`config.mk`:
```
export PLATFORM = sky130hd
export DESIGN_NAME = pswallow_div
export DESIGN_NICKNAME = d
export VERILOG_FILES = /design/src/rtl/pswallow_pkg.sv /design/src/rtl/pswallow_shadow.sv /design/src/rtl/pswallow_prescaler.sv /design/src/rtl/pswallow_swallow_cnt.sv /design/src/rtl/pswallow_main_cnt.sv /design/src/rtl/pswallow_div.sv
export SDC_FILE = /design/constraint.sdc
export NUM_CORES = 1
export LEC_CHECK = 0
export BUFFER_PORTS_ARGS = -buffer_cell sky130_fd_sc_hd__buf_4
export CORE_MARGIN = 2
export CORE_UTILIZATION = 32
export CTS_CLUSTER_DIAMETER = 150
export CTS_CLUSTER_SIZE = 8
export DETAILED_ROUTE_END_ITERATION = 16
export SETUP_SLACK_MARGIN = 0.02
export SYNTH_ARGS = -nofsm -noshare
export SYNTH_HDL_FRONTEND = slang
export SYNTH_SLANG_ARGS = --single-unit
```
`constraint.sdc`:
```
create_clock -name clk_i -period 2.2 [get_ports clk_i]
set_input_delay 0.11 -clock clk_i [delete_from_list [all_inputs] [get_ports clk_i]]
set_output_delay 0.11 -clock clk_i [all_outputs]
set_load 0.02 [all_outputs]
```
`src/rtl/pswallow_pkg.sv`:
```
package pswallow_pkg;
  localparam int PRE_W  = 5;   // prescaler base modulus = 2**PRE_W
  localparam int SWAL_W = 5;
  localparam int MAIN_W = 10;

  typedef enum logic {
    MOD_BASE = 1'b0,   // divide by P
    MOD_PLUS = 1'b1    // divide by P+1
  } mod_e;
endpackage

```
`src/rtl/pswallow_shadow.sv`:
```
module pswallow_shadow #(
  parameter int SWAL_W = 5,
  parameter int MAIN_W = 10,
  parameter logic [SWAL_W-1:0] RST_A = '0,
  parameter logic [MAIN_W-1:0] RST_B = MAIN_W'(3)
) (
  input  logic              clk_i,
  input  logic              rst_ni,
  input  logic              load_i,
  input  logic [SWAL_W-1:0] a_i,
  input  logic [MAIN_W-1:0] b_i,
  output logic [SWAL_W-1:0] a_ld_o,
  output logic [MAIN_W-1:0] b_ld_o
);
  logic [SWAL_W-1:0] a_q;
  logic [MAIN_W-1:0] b_q;

  always_ff @(posedge clk_i or negedge rst_ni) begin
    if (!rst_ni) begin
      a_q <= RST_A;
      b_q <= RST_B;
    end else if (load_i) begin
      a_q <= a_i;
      b_q <= b_i;
    end
  end

  // bypass so a load on the boundary cycle is not lost for a period
  assign a_ld_o = load_i ? a_i : a_q;
  assign b_ld_o = load_i ? b_i : b_q;
endmodule

```
`src/rtl/pswallow_prescaler.sv`:
```
module pswallow_prescaler
  import pswallow_pkg::*;
#(
  parameter int PRE_W = 5
) (
  input  logic         clk_i,
  input  logic         rst_ni,
  input  mod_e         mod_i,
  output logic         tick_o,
  output logic [PRE_W:0] cnt_o
);
  localparam logic [PRE_W:0] LAST_BASE = {1'b0, {PRE_W{1'b1}}};  // P-1
  localparam logic [PRE_W:0] LAST_PLUS = {1'b1, {PRE_W{1'b0}}};  // P

  logic [PRE_W:0] cnt_q;
  logic [PRE_W:0] last;

  assign last   = (mod_i == MOD_PLUS) ? LAST_PLUS : LAST_BASE;
  assign tick_o = (cnt_q == last);
  assign cnt_o  = cnt_q;

  always_ff @(posedge clk_i or negedge rst_ni) begin
    if (!rst_ni)     cnt_q <= '0;
    else if (tick_o) cnt_q <= '0;
    else             cnt_q <= cnt_q + 1'b1;
  end
endmodule

```
`src/rtl/pswallow_swallow_cnt.sv`:
```
module pswallow_swallow_cnt
  import pswallow_pkg::*;
#(
  parameter int SWAL_W = 5,
  parameter logic [SWAL_W-1:0] RST_A = '0
) (
  input  logic              clk_i,
  input  logic              rst_ni,
  input  logic              tick_i,
  input  logic              reload_i,
  input  logic [SWAL_W-1:0] a_ld_i,
  output mod_e              mod_o
);
  logic [SWAL_W-1:0] a_q;

  always_ff @(posedge clk_i or negedge rst_ni) begin
    if (!rst_ni)                    a_q <= RST_A;
    else if (reload_i)              a_q <= a_ld_i;
    else if (tick_i && a_q != '0)   a_q <= a_q - 1'b1;
  end

  assign mod_o = (a_q != '0) ? MOD_PLUS : MOD_BASE;
endmodule

```
`src/rtl/pswallow_main_cnt.sv`:
```
module pswallow_main_cnt #(
  parameter int MAIN_W = 10,
  parameter logic [MAIN_W-1:0] RST_B = MAIN_W'(3)
) (
  input  logic              clk_i,
  input  logic              rst_ni,
  input  logic              tick_i,
  input  logic [MAIN_W-1:0] b_ld_i,
  output logic              term_o,
  output logic [MAIN_W-1:0] cnt_o
);
  logic [MAIN_W-1:0] b_q;

  // terminal: last prescaler period of the output cycle completes
  assign term_o = tick_i && (b_q == MAIN_W'(1));
  assign cnt_o  = b_q;

  always_ff @(posedge clk_i or negedge rst_ni) begin
    if (!rst_ni)     b_q <= RST_B;
    else if (term_o) b_q <= b_ld_i;
    else if (tick_i) b_q <= b_q - 1'b1;
  end
endmodule

```
`src/rtl/pswallow_div.sv`:
```
module pswallow_div
  import pswallow_pkg::*;
#(
  parameter int PRE_W  = pswallow_pkg::PRE_W,
  parameter int SWAL_W = pswallow_pkg::SWAL_W,
  parameter int MAIN_W = pswallow_pkg::MAIN_W,
  parameter logic [SWAL_W-1:0] RST_A = '0,
  parameter logic [MAIN_W-1:0] RST_B = MAIN_W'(3)
) (
  input  logic              clk_i,
  input  logic              rst_ni,
  input  logic              load_i,
  input  logic [SWAL_W-1:0] a_i,
  input  logic [MAIN_W-1:0] b_i,
  output logic              pulse_o,
  output logic              modsel_o
);
  logic [SWAL_W-1:0] a_ld;
  logic [MAIN_W-1:0] b_ld;
  logic              pre_tick;
  logic [PRE_W:0]    pre_cnt;
  logic [MAIN_W-1:0] main_cnt;
  logic              boundary;
  mod_e              mod_sel;

  pswallow_shadow #(
    .SWAL_W(SWAL_W), .MAIN_W(MAIN_W), .RST_A(RST_A), .RST_B(RST_B)
  ) u_shadow (
    .clk_i, .rst_ni, .load_i, .a_i, .b_i,
    .a_ld_o(a_ld), .b_ld_o(b_ld)
  );

  pswallow_prescaler #(.PRE_W(PRE_W)) u_pre (
    .clk_i, .rst_ni, .mod_i(mod_sel), .tick_o(pre_tick), .cnt_o(pre_cnt)
  );

  pswallow_swallow_cnt #(.SWAL_W(SWAL_W), .RST_A(RST_A)) u_swal (
    .clk_i, .rst_ni, .tick_i(pre_tick), .reload_i(boundary),
    .a_ld_i(a_ld), .mod_o(mod_sel)
  );

  pswallow_main_cnt #(.MAIN_W(MAIN_W), .RST_B(RST_B)) u_main (
    .clk_i, .rst_ni, .tick_i(pre_tick), .b_ld_i(b_ld),
    .term_o(boundary), .cnt_o(main_cnt)
  );

  assign pulse_o  = boundary;
  assign modsel_o = (mod_sel == MOD_PLUS);
endmodule

```
======== Word level (Yosys, flattened, before mapping) ========
Cells that the tools add are included.
storage, ports and cells
  word-level logic and storage cells ...... 24
  output and inout bits ................... 2
  register bits ........................... 36
  input port bits ......................... 18
cells by class
  reductions and logical operators ........ 5
  multiplexer cells ....................... 9
  equal/unequal tests ..................... 2
  add/sub/neg operators ................... 3
operators with widths
  operator               count
  $mux 10                3
  $mux 5                 3
  $mux 6                 2
  $eq 10x1->1 const B    1
  $sub 10x1->10 const B  1
  $add 6x1->6 const B    1
  $eq 6x6->1             1
  $reduce_bool 5->1      1
  $sub 5x1->5 const B    1
  $reduce_bool 2->1      2
  $logic_and 1x1->1      2
  $mux 1                 1

======== Logic depth before layout (Yosys ltp) ========
  depth in word-level cells ............... 7
  mapped depth ............................ 9
  mapped depth without buffers ............ 6

======== Modules after synthesis ========
From an unflattened synthesis, not the netlist that was laid out.
unflattened totals
  cells, all modules ...................... 162
  area, all modules ....................... 1853.0 sq um
modules (own cells, without submodules)
  module                cells each  seq. area each (sq um)  area each (sq um)  times used
  pswallow_main_cnt     73          252.7                   646.9              1
  pswallow_shadow       32          377.9                   615.6              1
  pswallow_prescaler    25          150.1                   297.8              1
  pswallow_swallow_cnt  32          125.1                   292.8              1

======== Worst setup path after synthesis ========
OpenSTA, ideal clock, no wires.
  kind .................................... register -> register
  start ................................... register u_swal.a_q[0]
  end ..................................... register u_swal.a_q[0]
  required time ........................... 2072 ps
  buffers on the path ..................... 2
  path slack .............................. 41 ps
  library setup time ...................... 128 ps
  stages on the path, launching flop included .. 9
  data arrival time ....................... 2032 ps
  period minus slack after synthesis ...... 2159 ps
  path through ............................ dfrtp_1 > inv_1 > ha_1 > or4b_1 > buf_2 > and4b_1 > buf_6 > o21ai_2 > mux2_1
between the ends
  longest elaborated chain between the ends .. 6
  elaborated cells between the ends (all ways) .. 10
  those cells by class .................... add/sub: 1; eq/ne: 1; mux: 4; reduce/logical: 4
RTL lines
  what                                                line                                                 source
  from (decl)                                         pswallow_swallow_cnt.sv:14                           logic [SWAL_W-1:0] a_q;
  from (signal assigned)                              pswallow_swallow_cnt.sv:18                           else if (reload_i) a_q <= a_ld_i;
  from (signal assigned)                              pswallow_swallow_cnt.sv:19                           else if (tick_i && a_q != '0) a_q <= a_q - 1'b1;
  $reduce_bool 5->1 (*)                               pswallow_swallow_cnt.sv:22                           assign mod_o = (a_q != '0) ? MOD_PLUS : MOD_BASE;
  $mux 1 (*)                                          pswallow_swallow_cnt.sv:22
  named net modsel_o                                  pswallow_div.sv:16                                   output logic modsel_o
  $mux 6 (*)                                          pswallow_prescaler.sv:18                             assign last = (mod_i == MOD_PLUS) ? LAST_PLUS : LAST_BASE;
  $eq 6x6->1 (*)                                      pswallow_prescaler.sv:19                             assign tick_o = (cnt_q == last);
  $logic_and 1x1->1 (on tied branches)                pswallow_main_cnt.sv:15, pswallow_swallow_cnt.sv:19
  $mux 5 / $reduce_bool 2->1 (equally long branches)  -
The timed path passes the listed nets; every way through them passes the cells marked *. The select of a mux whose other input is x is not followed.
A chain may end at the register's enable or synchronous reset.

======== Final worst setup path ========
  start ................................... register u_swal.a_q[1]
  end ..................................... output pulse_o
between the ends
  longest elaborated chain between the ends .. 5
RTL lines
  what               line                        source
  $reduce_bool 5->1  pswallow_swallow_cnt.sv:22
  $mux 1             pswallow_swallow_cnt.sv:22
  $mux 6             pswallow_prescaler.sv:18
  $eq 6x6->1         pswallow_prescaler.sv:19
  $logic_and 1x1->1  pswallow_main_cnt.sv:15     assign term_o = tick_i && (b_q == MAIN_W'(1));
  to (decl)          pswallow_div.sv:15          output logic pulse_o,
Every way passes these cells.

==> summary.md <==
| Metric | Value |
|---|---|
| Port bufs | 19 |
| Dpl cell area | 2200 sq um |
| Routability cong. | 0.866 |
| Crit path launch type | flip-flop |
| Count leader, synth | dfrtp_1 |
| Worst rel slew slack | 0.649 |
| Switching share of power | 0.227 |
| F_max | ~470 MHz |
| WL final | between 3000 and 4000 microns |
| Maximum root-to-sink buffer count | 2 |
| Clk pwr share | 0.357 |
| DRC | 0 |
| Setup WS post-layout | 70.2 ps |
| Total gr overflow | 0 |
| RSZ-0062 raised after global routing | yes |
| Post-route design area | 2370 sq um |
| Final Setup Violations | 0 |
| Synth Warn # | 0 |
| Async SR Flop Fraction | 1.00 |
| Internal power consumption | 0.000981 W |
| DP HPWL | approximately 2900 microns |
| WP data required | 2090 ps |
| Hold WC Path Type | in2reg |
| Antenna violations before repair | 0 |
| Post-place setup slack | 55.5 ps |
| CP Buf/Inv Count | 3 |
| Worst-skew pair later-pin latency | 290 ps |
| Final hold violation count | 0 |
| NetSw | 0.000289 W |
| CTS tree | done |
| Number of cell rows | 27 |
| Die outline height | 80.2 microns |
| Drt pass-1 iters | 4 |
| Combinational power share | 0.086 |
| Family with the most delay on the worst path | simple AND/OR/NAND/NOR gates |
| Fraction of layout cells with a size suffix above 1 | 0.384 |
| Final Total Pwr | 0.00127 W |
| Arr. time, crit path | between 2000 and 2500 ps |
| Crit path time final | 2130 ps |
| Cell count after synthesis | ~160 |
| Synth Register Bits | 36 |
| Initial Util | 0.333 |
| Vias in the first global route | 1369 |
| Yosys top cell area share | 0.431 |
| Nets | 232 |
| Top_reg_cell synth | dfrtp_1 |
| Vias per cell | 5.09 |
| Pwr dens | 535 nW/um^2 |
| Setup Skew | 8.82 ps |
| Worst ir drop on vdd | 0.272 mV |
| Post-synth top area cell | dfrtp_1 |
| Register area share after synthesis | 0.488 |
| Post-synth top cells | dfrtp_1, mux2_2, inv_1, nor2_1, nor3_1 |
| Largest fanout on the critical path | 4 |
| Die width | roughly 80 microns |
| # diodes | 0 |
| Slew @ Worst Pin | about 520 ps |
| Final core occ | 0.426 |
| Initial drt markers | 80 |
| Die ar. | 6430 sq um |
| Clk slew on worst S/H paths | 70 ps |
| Post-Place Cells | 267 |
| Total of max-cap violations | 0 |
| EDFF count, synth | 0 |
| H-tree depth | 2 |
| Sinks on Clock Net | 36 |
| Library cells used by synthesis | 53 |
| First-pass GRT wire length | 6650 microns |
| Drt wl/cell | 14.1 microns |
| Slowest CP cell | or4b_4 |
| GRT Total Usage | 0.137 |
| Count of pins over their slew limit | 0 |
| Non-Filler Instances | roughly 280 |
| Kind of end point of the critical path | output port |
| Status | finished clean |
| Max stage delay on crit path | about 470 ps |
| Cell area after synthesis | 1860 sq um |
| CTS Buf Count | 5 |
| Area Overhead vs Synth | 27.7% |
| Final ANT Viol Nets | 0 |
| Static leakage | around 1.1 nW |
| # IOs | 20 |
| Average cell area after synthesis | about 11 sq um |
| Fin crit share | 0.968 |
| Via count | 1441 |
| Syn Nets | roughly 190 |
| Sequential share of power | 0.557 |
| CTS root buffer | clkbuf_8 |
| Largest net degree at the start of global routing | 37 |
| Core box area | 5570 sq um |
| Worst path cell trace | inv_2, ha_4, or4b_4, and4bb_2, o21ai_2, inv_1, buf_6 |
| Largest cells by area after synthesis | dfrtp_1, mux2_2, dfstp_2 |
| Critical path type | reg2out |
[path summary, 6_finish.rpt]
path	slack, ps	end	start	cells past startpoint
setup / recovery	70	pulse_o	u_swal.a_q[1]	7
min in group asynchronous	320	u_shadow.a_q[4]	rst_ni	2
hold / removal	60	u_shadow.b_q[5]	b_i[5]	2
hold reg to reg	490	u_shadow.b_q[8]	u_shadow.b_q[8]	1
max in group asynchronous	1530	u_main.cnt_o[1]	rst_ni	2
setup reg to reg	70	u_swal.a_q[2]	u_swal.a_q[1]	7
[per-stage QoR]
step                      hold WS [ps]  TNS [ps]
final                             64.3         0
after global routing              63.2     -3.35
after global placement            96.0         0
after detailed placement          94.7         0
after floorplan                   -186         0
after CTS                         59.8         0
[flip-flops by register name, indices dropped and copies added, names as in the netlist]
signal / count
u_main.cnt_o: 10
u_pre.cnt_o: 6
u_shadow.a_q: 5
u_shadow.b_q: 10
u_swal.a_q: 5
[worst reg2reg max path, stage by stage (launching register included)]
cell,delay (ps)
dfrtp_1,410
inv_2,90
ha_4,130
or4b_4,470
and4bb_2,370
o21ai_2,90
buf_4,150
a311o_1,300
[placed cells by master, fill, tap and decap left out, types with 2 or more instances in the layout]
master	instances
inv_2	2
a2bb2o_1	2
a22oi_1	5
clkbuf_1	2
dfrtp_1	32
o211ai_1	2
ha_1	3
nor4_1	2
nor3_1	7
or3_1	2
o22a_1	2
o21ai_1	2
a311o_1	2
nand3_1	4
mux2_2	14
a211oi_1	2
dfstp_2	4
o2bb2a_1	2
clkbuf_8	5
buf_4	45
nor2_1	8
mux2i_1	4
o22ai_1	5
mux2_1	2
xor2_1	2
nand2_1	5
inv_1	10
xnor2_1	3
nand4b_1	2
[layout make-up]
type	count	area, sq um
fill	548	3200
sequential	36	906
multi-input combinational	108	891
timing repair buffer	47	359
tap	72	90.1
clock buffer	7	76.3
inverter	12	45.0
clock inverter	1	5.00
[power by group through the flow]
stage	Combinational (W)	Sequential (W)	Clock, W
CTS	0.000107	0.000707	0.000467
detailed placement	0.000103	0.000720	0
floorplan	0.0000517	0.000717	0
global route	0.000122	0.000711	0.000501
finish	0.000109	0.000707	0.000454
global placement	0.000102	0.000718	0
[per-layer routing]
layer,GRT usage,share of wire,vias up
li1,-,-,710
met1,0.195,0.52,700
met4,0.0424,0.013,0
met5,0,0,-
met2,0.198,0.42,24
met3,0.0449,0.041,7
[cells by family (layout without fill, tap and decap cells)]
family                     Yosys count  in the layout  synth area share
and+or+nand+nor                     43             43             0.141
AOI/OAI and AO/OA                   36             36             0.154
DFF                                 36             36             0.488
muxes                               20             20             0.119
buffers and inverters               19             67            0.0485
xor gates and xnor gates             5              5            0.0236
adders and majority gates            4              4            0.0269
[timing repair]
item | 4_1_cts | 5_1_grt
setup buffers | 5 | 2
hold buffers | 1 | 0
endpoints found under the hold margin | 32 | 0
endpoints found under the setup margin | 1 | 10
pin swaps | 3 | 2
gates resized for setup | 3 | 6
Note: power is estimated with default switching activity, not from simulation.
